File: config.mk
export PLATFORM = sky130hd
export DESIGN_NAME = pad_pull_ctrl
export DESIGN_NICKNAME = d
export VERILOG_FILES = /design/src/rtl/pad_pull_pkg.sv /design/src/rtl/pull_seq.sv /design/src/rtl/pull_latched_bank.sv /design/src/rtl/pull_direct_bank.sv /design/src/rtl/pad_pull_ctrl.sv
export SDC_FILE = /design/constraint.sdc
export NUM_CORES = 1
export LEC_CHECK = 0
export ABC_AREA = 1
export BUFFER_PORTS_ARGS = -buffer_cell sky130_fd_sc_hd__buf_4
export CAP_MARGIN = 40
export CORE_MARGIN = 2
export CORE_UTILIZATION = 30
export DETAILED_ROUTE_END_ITERATION = 10
export GPL_TIMING_DRIVEN = 0
export SLEW_MARGIN = 20
export SYNTH_ARGS = -nofsm -noshare
export SYNTH_HDL_FRONTEND = slang
export SYNTH_SLANG_ARGS = --single-unit
File: constraint.sdc
create_clock -name clk -period 2.1 [get_ports clk]
set_input_delay 0.315 -clock clk [delete_from_list [all_inputs] [get_ports clk]]
set_output_delay 0.315 -clock clk [all_outputs]
set_load 0.01 [all_outputs]
File: src/rtl/pad_pull_pkg.sv
package pad_pull_pkg;

  typedef enum logic [1:0] {
    SQ_IDLE  = 2'd0,
    SQ_SETUP = 2'd1,
    SQ_HOLD  = 2'd2
  } seq_state_e;

  typedef struct packed {
    logic up;
    logic dn;
  } pull_en_t;

  localparam logic [7:0] ADDR_CODE = 8'h94;
  localparam logic [7:0] ADDR_STB0 = 8'h98;
  localparam logic [7:0] ADDR_DIR0 = 8'hE4;

  // latched style: 1 = down, 2 = up, 0/3 = off
  function automatic pull_en_t dec_latched(input logic [1:0] c);
    pull_en_t r;
    r.up = (c == 2'd2);
    r.dn = (c == 2'd1);
    return r;
  endfunction

  // direct style: 1 = up, 2 = down, 0/3 = none
  function automatic pull_en_t dec_direct(input logic [1:0] c);
    pull_en_t r;
    r.up = (c == 2'd1);
    r.dn = (c == 2'd2);
    return r;
  endfunction

endpackage

File: src/rtl/pull_seq.sv
module pull_seq
  import pad_pull_pkg::*;
#(
  parameter int NUM_PINS    = 40,
  parameter int WAIT_CYCLES = 150,
  localparam int PIN_W      = $clog2(NUM_PINS),
  localparam int CNT_W      = $clog2(WAIT_CYCLES + 1)
) (
  input  logic                clk,
  input  logic                rst_n,
  input  logic                start,
  input  logic [PIN_W-1:0]    pin,
  input  logic [1:0]          code,
  output logic                busy,
  output logic                code_we,
  output logic [1:0]          code_val,
  output logic [NUM_PINS-1:0] stb
);

  localparam logic [CNT_W-1:0] LAST = CNT_W'(WAIT_CYCLES - 1);

  seq_state_e       state_q, state_d;
  logic [CNT_W-1:0] cnt_q, cnt_d;
  logic [PIN_W-1:0] pin_q, pin_d;

  always_comb begin
    state_d = state_q;
    cnt_d   = cnt_q;
    pin_d   = pin_q;
    code_we = 1'b0;
    unique case (state_q)
      SQ_IDLE: begin
        if (start) begin
          state_d = SQ_SETUP;
          cnt_d   = '0;
          pin_d   = pin;
          code_we = 1'b1;
        end
      end
      SQ_SETUP: begin
        if (cnt_q == LAST) begin
          state_d = SQ_HOLD;
          cnt_d   = '0;
        end else begin
          cnt_d = cnt_q + 1'b1;
        end
      end
      SQ_HOLD: begin
        if (cnt_q == LAST) begin
          state_d = SQ_IDLE;
          cnt_d   = '0;
        end else begin
          cnt_d = cnt_q + 1'b1;
        end
      end
      default: state_d = SQ_IDLE;
    endcase
  end

  always_ff @(posedge clk or negedge rst_n) begin
    if (!rst_n) begin
      state_q <= SQ_IDLE;
      cnt_q   <= '0;
      pin_q   <= '0;
    end else begin
      state_q <= state_d;
      cnt_q   <= cnt_d;
      pin_q   <= pin_d;
    end
  end

  assign busy     = (state_q != SQ_IDLE);
  assign code_val = code;

  for (genvar p = 0; p < NUM_PINS; p++) begin : g_stb
    assign stb[p] = (state_q == SQ_HOLD) && (pin_q == PIN_W'(p));
  end

  // a request seen while busy leaves the captured target alone
  assert_ignore_busy_R9: assert property (@(posedge clk) disable iff (!rst_n)
    (busy && start) |=> $stable(pin_q));

  // at most one pad strobed by the sequencer
  assert_one_strobe_R8: assert property (@(posedge clk) disable iff (!rst_n)
    $onehot0(stb));

  // busy only ends out of the strobe phase
  assert_end_from_hold_R8: assert property (@(posedge clk) disable iff (!rst_n)
    $fell(busy) |-> $past(state_q == SQ_HOLD));

endmodule

File: src/rtl/pull_latched_bank.sv
module pull_latched_bank #(
  parameter int NUM_PINS   = 40,
  localparam int STB_WORDS = (NUM_PINS + 31) / 32
) (
  input  logic                  clk,
  input  logic                  rst_n,
  input  logic                  bus_code_we,
  input  logic [STB_WORDS-1:0]  bus_stb_we,
  input  logic [31:0]           wdata,
  input  logic                  seq_code_we,
  input  logic [1:0]            seq_code,
  input  logic [NUM_PINS-1:0]   seq_stb,
  output logic [2*NUM_PINS-1:0] lat_codes
);

  logic [1:0]          code_q;
  logic [NUM_PINS-1:0] stb_q;
  logic [NUM_PINS-1:0] stb_eff;
  logic [1:0]          lat_q [NUM_PINS];

  always_ff @(posedge clk or negedge rst_n) begin
    if (!rst_n) begin
      code_q <= 2'd0;
    end else if (seq_code_we) begin
      code_q <= seq_code;
    end else if (bus_code_we) begin
      code_q <= wdata[1:0];
    end
  end

  for (genvar p = 0; p < NUM_PINS; p++) begin : g_pin
    localparam int WORD = p / 32;
    localparam int BIT  = p % 32;

    always_ff @(posedge clk or negedge rst_n) begin
      if (!rst_n) begin
        stb_q[p] <= 1'b0;
      end else if (bus_stb_we[WORD]) begin
        stb_q[p] <= wdata[BIT];
      end
    end

    assign stb_eff[p] = stb_q[p] | seq_stb[p];

    always_ff @(posedge clk or negedge rst_n) begin
      if (!rst_n) begin
        lat_q[p] <= 2'd0;
      end else if (stb_eff[p]) begin
        lat_q[p] <= code_q;
      end
    end

    assign lat_codes[2*p +: 2] = lat_q[p];

    // a strobed pad takes the shared code
    assert_take_code_R3: assert property (@(posedge clk) disable iff (!rst_n)
      stb_eff[p] |=> (lat_q[p] == $past(code_q)));

    // an unstrobed pad keeps its code
    assert_hold_code_R3: assert property (@(posedge clk) disable iff (!rst_n)
      !stb_eff[p] |=> $stable(lat_q[p]));
  end

endmodule

File: src/rtl/pull_direct_bank.sv
module pull_direct_bank #(
  parameter int NUM_PINS   = 40,
  localparam int DIR_WORDS = (NUM_PINS + 15) / 16
) (
  input  logic                   clk,
  input  logic                   rst_n,
  input  logic [DIR_WORDS-1:0]   we,
  input  logic [31:0]            wdata,
  output logic [2*NUM_PINS-1:0]  fields,
  output logic [32*DIR_WORDS-1:0] rd_words
);

  logic [1:0] fld_q [NUM_PINS];

  for (genvar p = 0; p < NUM_PINS; p++) begin : g_pin
    localparam int WORD = p / 16;
    localparam int SH   = (p % 16) * 2;

    always_ff @(posedge clk or negedge rst_n) begin
      if (!rst_n) begin
        fld_q[p] <= 2'd0;
      end else if (we[WORD]) begin
        fld_q[p] <= wdata[SH +: 2];
      end
    end

    assign fields[2*p +: 2]             = fld_q[p];
    assign rd_words[32*WORD + SH +: 2] = fld_q[p];

    // a field changes only when its word is written
    assert_field_hold_R5: assert property (@(posedge clk) disable iff (!rst_n)
      !we[WORD] |=> $stable(fld_q[p]));
  end

  for (genvar u = NUM_PINS; u < 16 * DIR_WORDS; u++) begin : g_unused
    assign rd_words[32*(u/16) + (u%16)*2 +: 2] = 2'd0;
  end

endmodule

File: src/rtl/pad_pull_ctrl.sv
module pad_pull_ctrl
  import pad_pull_pkg::*;
#(
  parameter int NUM_PINS    = 40,
  parameter int WAIT_CYCLES = 150,
  localparam int PIN_W      = $clog2(NUM_PINS),
  localparam int STB_WORDS  = (NUM_PINS + 31) / 32,
  localparam int DIR_WORDS  = (NUM_PINS + 15) / 16
) (
  input  logic                clk,
  input  logic                rst_n,
  input  logic                bus_we,
  input  logic [7:0]          bus_waddr,
  input  logic [31:0]         bus_wdata,
  input  logic [7:0]          bus_raddr,
  output logic [31:0]         bus_rdata,
  input  logic                dir_mode,
  input  logic                seq_start,
  input  logic [PIN_W-1:0]    seq_pin,
  input  logic [1:0]          seq_code,
  output logic                seq_busy,
  output logic [NUM_PINS-1:0] pad_pull_up,
  output logic [NUM_PINS-1:0] pad_pull_dn
);

  logic                    code_we;
  logic [STB_WORDS-1:0]    stb_we;
  logic [DIR_WORDS-1:0]    dir_we;
  logic                    sq_code_we;
  logic [1:0]              sq_code;
  logic [NUM_PINS-1:0]     sq_stb;
  logic [2*NUM_PINS-1:0]   lat_codes;
  logic [2*NUM_PINS-1:0]   dir_fields;
  logic [32*DIR_WORDS-1:0] dir_rd;

  assign code_we = bus_we && (bus_waddr == ADDR_CODE);

  for (genvar w = 0; w < STB_WORDS; w++) begin : g_stb_dec
    assign stb_we[w] = bus_we && (bus_waddr == ADDR_STB0 + 8'(4 * w));
  end

  for (genvar w = 0; w < DIR_WORDS; w++) begin : g_dir_dec
    assign dir_we[w] = bus_we && (bus_waddr == ADDR_DIR0 + 8'(4 * w));
  end

  always_comb begin
    bus_rdata = 32'd0;
    for (int w = 0; w < DIR_WORDS; w++) begin
      if (bus_raddr == ADDR_DIR0 + 8'(4 * w)) begin
        bus_rdata = dir_rd[32*w +: 32];
      end
    end
  end

  pull_seq #(
    .NUM_PINS    (NUM_PINS),
    .WAIT_CYCLES (WAIT_CYCLES)
  ) u_seq (
    .clk      (clk),
    .rst_n    (rst_n),
    .start    (seq_start),
    .pin      (seq_pin),
    .code     (seq_code),
    .busy     (seq_busy),
    .code_we  (sq_code_we),
    .code_val (sq_code),
    .stb      (sq_stb)
  );

  pull_latched_bank #(
    .NUM_PINS (NUM_PINS)
  ) u_lat (
    .clk         (clk),
    .rst_n       (rst_n),
    .bus_code_we (code_we),
    .bus_stb_we  (stb_we),
    .wdata       (bus_wdata),
    .seq_code_we (sq_code_we),
    .seq_code    (sq_code),
    .seq_stb     (sq_stb),
    .lat_codes   (lat_codes)
  );

  pull_direct_bank #(
    .NUM_PINS (NUM_PINS)
  ) u_dir (
    .clk      (clk),
    .rst_n    (rst_n),
    .we       (dir_we),
    .wdata    (bus_wdata),
    .fields   (dir_fields),
    .rd_words (dir_rd)
  );

  for (genvar p = 0; p < NUM_PINS; p++) begin : g_pad
    pull_en_t l_en, d_en;
    assign l_en = dec_latched(lat_codes[2*p +: 2]);
    assign d_en = dec_direct(dir_fields[2*p +: 2]);
    assign pad_pull_up[p] = dir_mode ? d_en.up : l_en.up;
    assign pad_pull_dn[p] = dir_mode ? d_en.dn : l_en.dn;
  end

  // never both pulls on one pad
  assert_no_fight_R10: assert property (@(posedge clk) disable iff (!rst_n)
    (pad_pull_up & pad_pull_dn) == '0);

  // write-only registers read as zero
  assert_wo_read_R7: assert property (@(posedge clk) disable iff (!rst_n)
    (bus_raddr == ADDR_CODE) |-> (bus_rdata == 32'd0));

endmodule

After elaboration in Yosys (flattened, before gate mapping)

Index checks and enable logic that the tools add are counted.

Bits in registers: 218
Bits in latches: 0
Bits in writable memories: 0
ROM bits: 0
Input port bits: 61
Output and inout bits: 113
Logic and storage cells: 528
Memories kept: 0

Add/sub/neg operators: 1
$mul: 0
Div/mod/pow operators: 0
$lt $le $gt $ge: 0
Equality and inequality tests: 214
Shift operators: 0
Muxes and demuxes: 94
Bitwise logic cells: 40
Reduce and logical (&&, ||, !) cells: 55

Operator list:

| kind                  | number |
|---|---|
| $eq A2 B1 Y1 const B  | 81 |
| $eq A2 B2 Y1 const B  | 81 |
| $eq A6 B5 Y1 const B  | 16 |
| $mux W32              | 3 |
| $mux W1               | 82 |
| $eq A8 B8 Y1 const B  | 10 |
| $eq A6 B4 Y1 const B  | 8 |
| $eq A6 B6 Y1 const B  | 8 |
| $logic_and A1 B1 Y1   | 46 |
| $or A1 B1 Y1          | 40 |
| $eq A6 B3 Y1 const B  | 4 |
| $mux W8               | 2 |
| $pmux W8 S2           | 1 |
| $eq A6 B2 Y1 const B  | 2 |
| $mux W2               | 5 |
| $add A8 B1 Y8 const B | 1 |
| $eq A6 B1 Y1 const B  | 1 |
| $logic_not A6 Y1      | 1 |
| $pmux W2 S3           | 1 |
| $reduce_bool A2 Y1    | 3 |
| $ne A2 B1 Y1 const B  | 2 |
| $reduce_and A2 Y1     | 2 |
| $reduce_and A3 Y1     | 1 |
| $logic_not A2 Y1      | 1 |
| other kinds (2)       | 2 |

Longest topological paths before layout

Word-level depth: 4
Gate-level depth with buffers: 9
Depth with buffers taken out: 9

Cells and area by module

Synthesis repeated with hierarchy kept, for this count alone.

Cells, all modules: 1552
Area total of the unflattened synthesis: 12180.4 um2

By module, submodules not included:

| module            | instances | cells an instance | area each (um2) | seq. area each (um2) |
|---|---|---|---|---|
| pull_latched_bank | 1         | 470               | 4753.3          | 3052.9 |
| pull_direct_bank  | 1         | 437               | 3903.7          | 2001.9 |
| pad_pull_ctrl     | 1         | 451               | 2277.2          | 0.0 |
| pull_seq          | 1         | 194               | 1246.2          | 400.4 |

Worst setup path before layout

Ideal clock, no wire load.

Kind: input to output
Start: input bus_raddr[0]
End: output bus_rdata[21]
Arrival time: 1.274 ns
Required time: 1.785 ns
Setup slack: 0.511 ns
Cell stages on the path: 8
Cell sequence: inv_1 > nand2_1 > nor3_4 > and2_1 > buf_4 > buf_4 > nand2_1 > nand2_1

Longest elaborated chain between the ends: 4
Elaborated cells between the ends (all ways): 6

RTL lines:

| what                   | line                | text |
|---|---|---|
| start: declaration     | pad_pull_ctrl.sv:15 | `input logic [7:0] bus_raddr,` |
| $eq A8 B8 Y1           | pad_pull_ctrl.sv:49 | `if (bus_raddr == ADDR_DIR0 + 8'(4 * w)) begin` |
| $mux W32 (2 in series) | pad_pull_ctrl.sv:49 |  |
| $mux W32 (*)           | pad_pull_ctrl.sv:49 |  |
| end: declaration       | pad_pull_ctrl.sv:16 | `output logic [31:0] bus_rdata,` |

Mark *: on every way between the ends. The rest lies on a longest branch, timed or not.

Final worst setup path

Start: input dir_mode
End: output pad_pull_up[39]

Longest elaborated chain between the ends: 1

RTL lines:

| what               | line                | text |
|---|---|---|
| start: declaration | pad_pull_ctrl.sv:17 | `input logic dir_mode,` |
| $mux W1            | pad_pull_ctrl.sv:99 | `assign pad_pull_up[p] = dir_mode ? d_en.up : l_en.up;` |
| end: declaration   | pad_pull_ctrl.sv:22 | `output logic [NUM_PINS-1:0] pad_pull_up,` |

No other way between the ends.

==> run metrics <==
Final Max Slew Viols=0; Final Cycle Share=roughly 100%; area post-placement=around 0.013 sq mm; root buf cell=clkbuf_16; cts bufs inserted=24; slowest stage delay, CP=approximately 0.66 ns; status=completed; critical path endpoint category=output port; Setup Crit Path Kind=input port to output port; Max-Cap Viols=0; GP Congestion=~0.9; H-tree depth=1; first-pass GRT wire length=around 60 mm; commonest non-fill, non-tap cells in the layout=nand2_1, dfrtp_1, o21ai_0; Hold Vio Cnt, Final=0; reg2reg start=u_seq.state_q[0]; r2r worst-path depth=7; Synth Instances=approximately 1300; most common cell after layout, fill and taps aside=nand2_1; DR vias=between 10000 and 15000; FMAX=0.477 GHz; crit path capture=pad_pull_up[39]; DRT Wirelength=between 40 and 50 mm; synth unique cells=27; Final nets=1594; sequential share of the synthesized area=51.2%; vias in the first global route=9924; Cell Area, Synth=0.0107 sq mm; PwrDens=between 1000 and 1500 mW/mm^2; worst vdd ir=~0.57 mV; Die H=~190 um; leak pwr=about 0.0063 uW; first drt pass iteration count=5; cell chain of the critical path=buf_2, inv_2, buf_1, o31ai_1, buf_4; Synth top area share=51.2%; top cells by area, synth=dfrtp_1, nand2_1, o21ai_0; final hold slack=0.0295 ns; cell taking the most area after synthesis=dfrtp_1; Yosys warnings=0; min cycle time layout=about 2.1 ns; arrival time worst endpoint=about 1.8 ns; HP Class=input port to flip-flop; Layout area overhead=26.2%; CTS sink count=approximately 220; CP startpoint=dir_mode; post-route setup TNS=0 ns; DR vias/cell=approximately 5.1; port bufs=~170; CP max stage cell=buf_1; Initial Util=a little under a third; minimum setup slack among reg-to-reg paths=about 0.14 ns; Setup-failing EPs final=0; RSZ-0062 raised after global routing=true; worst skew pair latency=roughly 0.52 ns; hpwl dp=between 30 and 40 mm; Reg clk slew, reported paths=about 0.050 ns; synthesized area per cell=8.06 sq um; Place WS=-0.0422 ns; Remaining DRCs=0; initial antenna violation count=1; largest net degree at the start of global routing=100; CORE AREA=roughly 0.035 sq mm; DIE AREA=0.0370 sq mm; Mapped Nets=between 1000 and 1500; Core Rows=69; crit-path max FO=10; final worst setup slack=0.00482 ns; Iter 0 DRT Violations=roughly 1100; required time worst endpoint=about 1.8 ns; share of layout cells above drive strength 1=between 10% and 20%; #FFs+latches synth=about 220; clock buffer depth=3; Slew HR=42.6%; number of top-level pins=174; Horiz. Die Dim=a little under 200 um; R2R Path End=u_lat.lat_codes[36]; total grt overflow=0; Worst Skew=0.0173 ns; Total GRT Usage=~22%; Setup crit start kind=input port; drt wl/cell=around 20 um; final std cell area, no fill=0.0134 sq mm; hold depth=3; ANT nets after route=0; CTS tree=built; Worst-Margin Slew=between 0.8 and 0.9 ns
==> per-layer routing <==
metal | vias to the layer above | global-route usage (%) | share of wire (%)
met5 | - | 0 | 0
met4 | 0 | 9.51 | 4.5
met3 | 101 | 3.84 | 8.2
met2 | 458 | 34.4 | 45
met1 | 4861 | 29.4 | 42
li1 | 4790 | - | -
==> cells in the mapped netlist <==
cell type	count
or2_2	2
nand3b_1	2
buf_4	3
inv_1	179
inv_2	3
clkbuf_1	46
o31ai_1	78
nor2_2	1
and2_1	2
dfrtp_1	218
nand2_2	1
ha_1	5
o21ai_1	3
nor2_1	13
nor3_1	3
buf_1	3
nand3_1	159
nor3_2	1
buf_2	11
a21oi_1	4
nor3b_2	1
nand2_1	330
o21bai_1	40
nand4_1	1
buf_6	1
o21ai_0	210
nor3_4	2
==> worst min path at each step <==
stage / endpoint / start
global route: u_seq.pin_q[5] / seq_pin[5]
detailed placement: u_lat.lat_codes[21] / rst_n
floorplan: u_dir.fields[0] / rst_n
finish: u_seq.pin_q[5] / seq_pin[5]
global placement: u_lat.stb_q[34] / u_lat.stb_q[34]
CTS: u_seq.pin_q[5] / seq_pin[5]
==> state kept, by name (all words and copies together) (netlist names) <==
signal and count:
u_lat.code_q 2, u_dir.fields 80, u_seq.state_q 2, u_seq.cnt_q 8, u_seq.pin_q 6, u_lat.stb_q 40, u_lat.lat_codes 80
==> stage by stage <==
stage                     power [uW]  utilization, %  std cells
after floorplan                 7690               -       1322
after global placement          9460            35.5       1955
after detailed placement        9580            35.7       1957
after CTS                      13700            37.9       2002
after global routing           14500            38.1       2004
final                          13700            38.1       2005
==> critical path, delay by kind of cell <==
family	cells	cell delay [ns]
AO/OA/AOI/OAI	1	0.24
buffers and inverters	4	1.21
==> what timing repair did <==
action,in CTS,in global routing
resized for setup,6,20
setup endpoints to repair,24,46
buffers inserted,3,3
endpoints found under the hold margin,23,0
hold buffers,1,0
pin swaps,2,3
==> power by group <==
| part | total (uW) | switching, uW | internal [uW] |
|---|---|---|---|
| registers | 5650 | 552 | 5100 |
| clock network | 4120 | 1690 | 2430 |
| logic | 3930 | 2580 | 1340 |
==> kinds of logic after synthesis <==
family / count (synthesis) / synth area share [%]
adder cells (fa/ha/maj): 5 / 0.587
buffers and inverters: 246 / 8.97
AND/OR/NAND/NOR: 518 / 20.8
flip-flops: 218 / 51.2
AO/OA/AOI/OAI: 335 / 18.5
==> final cells by class <==
| class | instances | area (sq um) |
|---|---|---|
| Inverter | 182 | 683 |
| Multi-Input combinational cell | 858 | 4280 |
| Fill cell | 3589 | 21900 |
| Timing Repair Buffer | 181 | 1410 |
| Clock inverter | 6 | 55.1 |
| Tap cell | 461 | 577 |
| Sequential cell | 218 | 5460 |
| Clock buffer | 35 | 703 |
| Antenna cell | 1 | 2.50 |
| Buffer | 63 | 283 |
No activity file was read; power rests on OpenSTA's default activity.
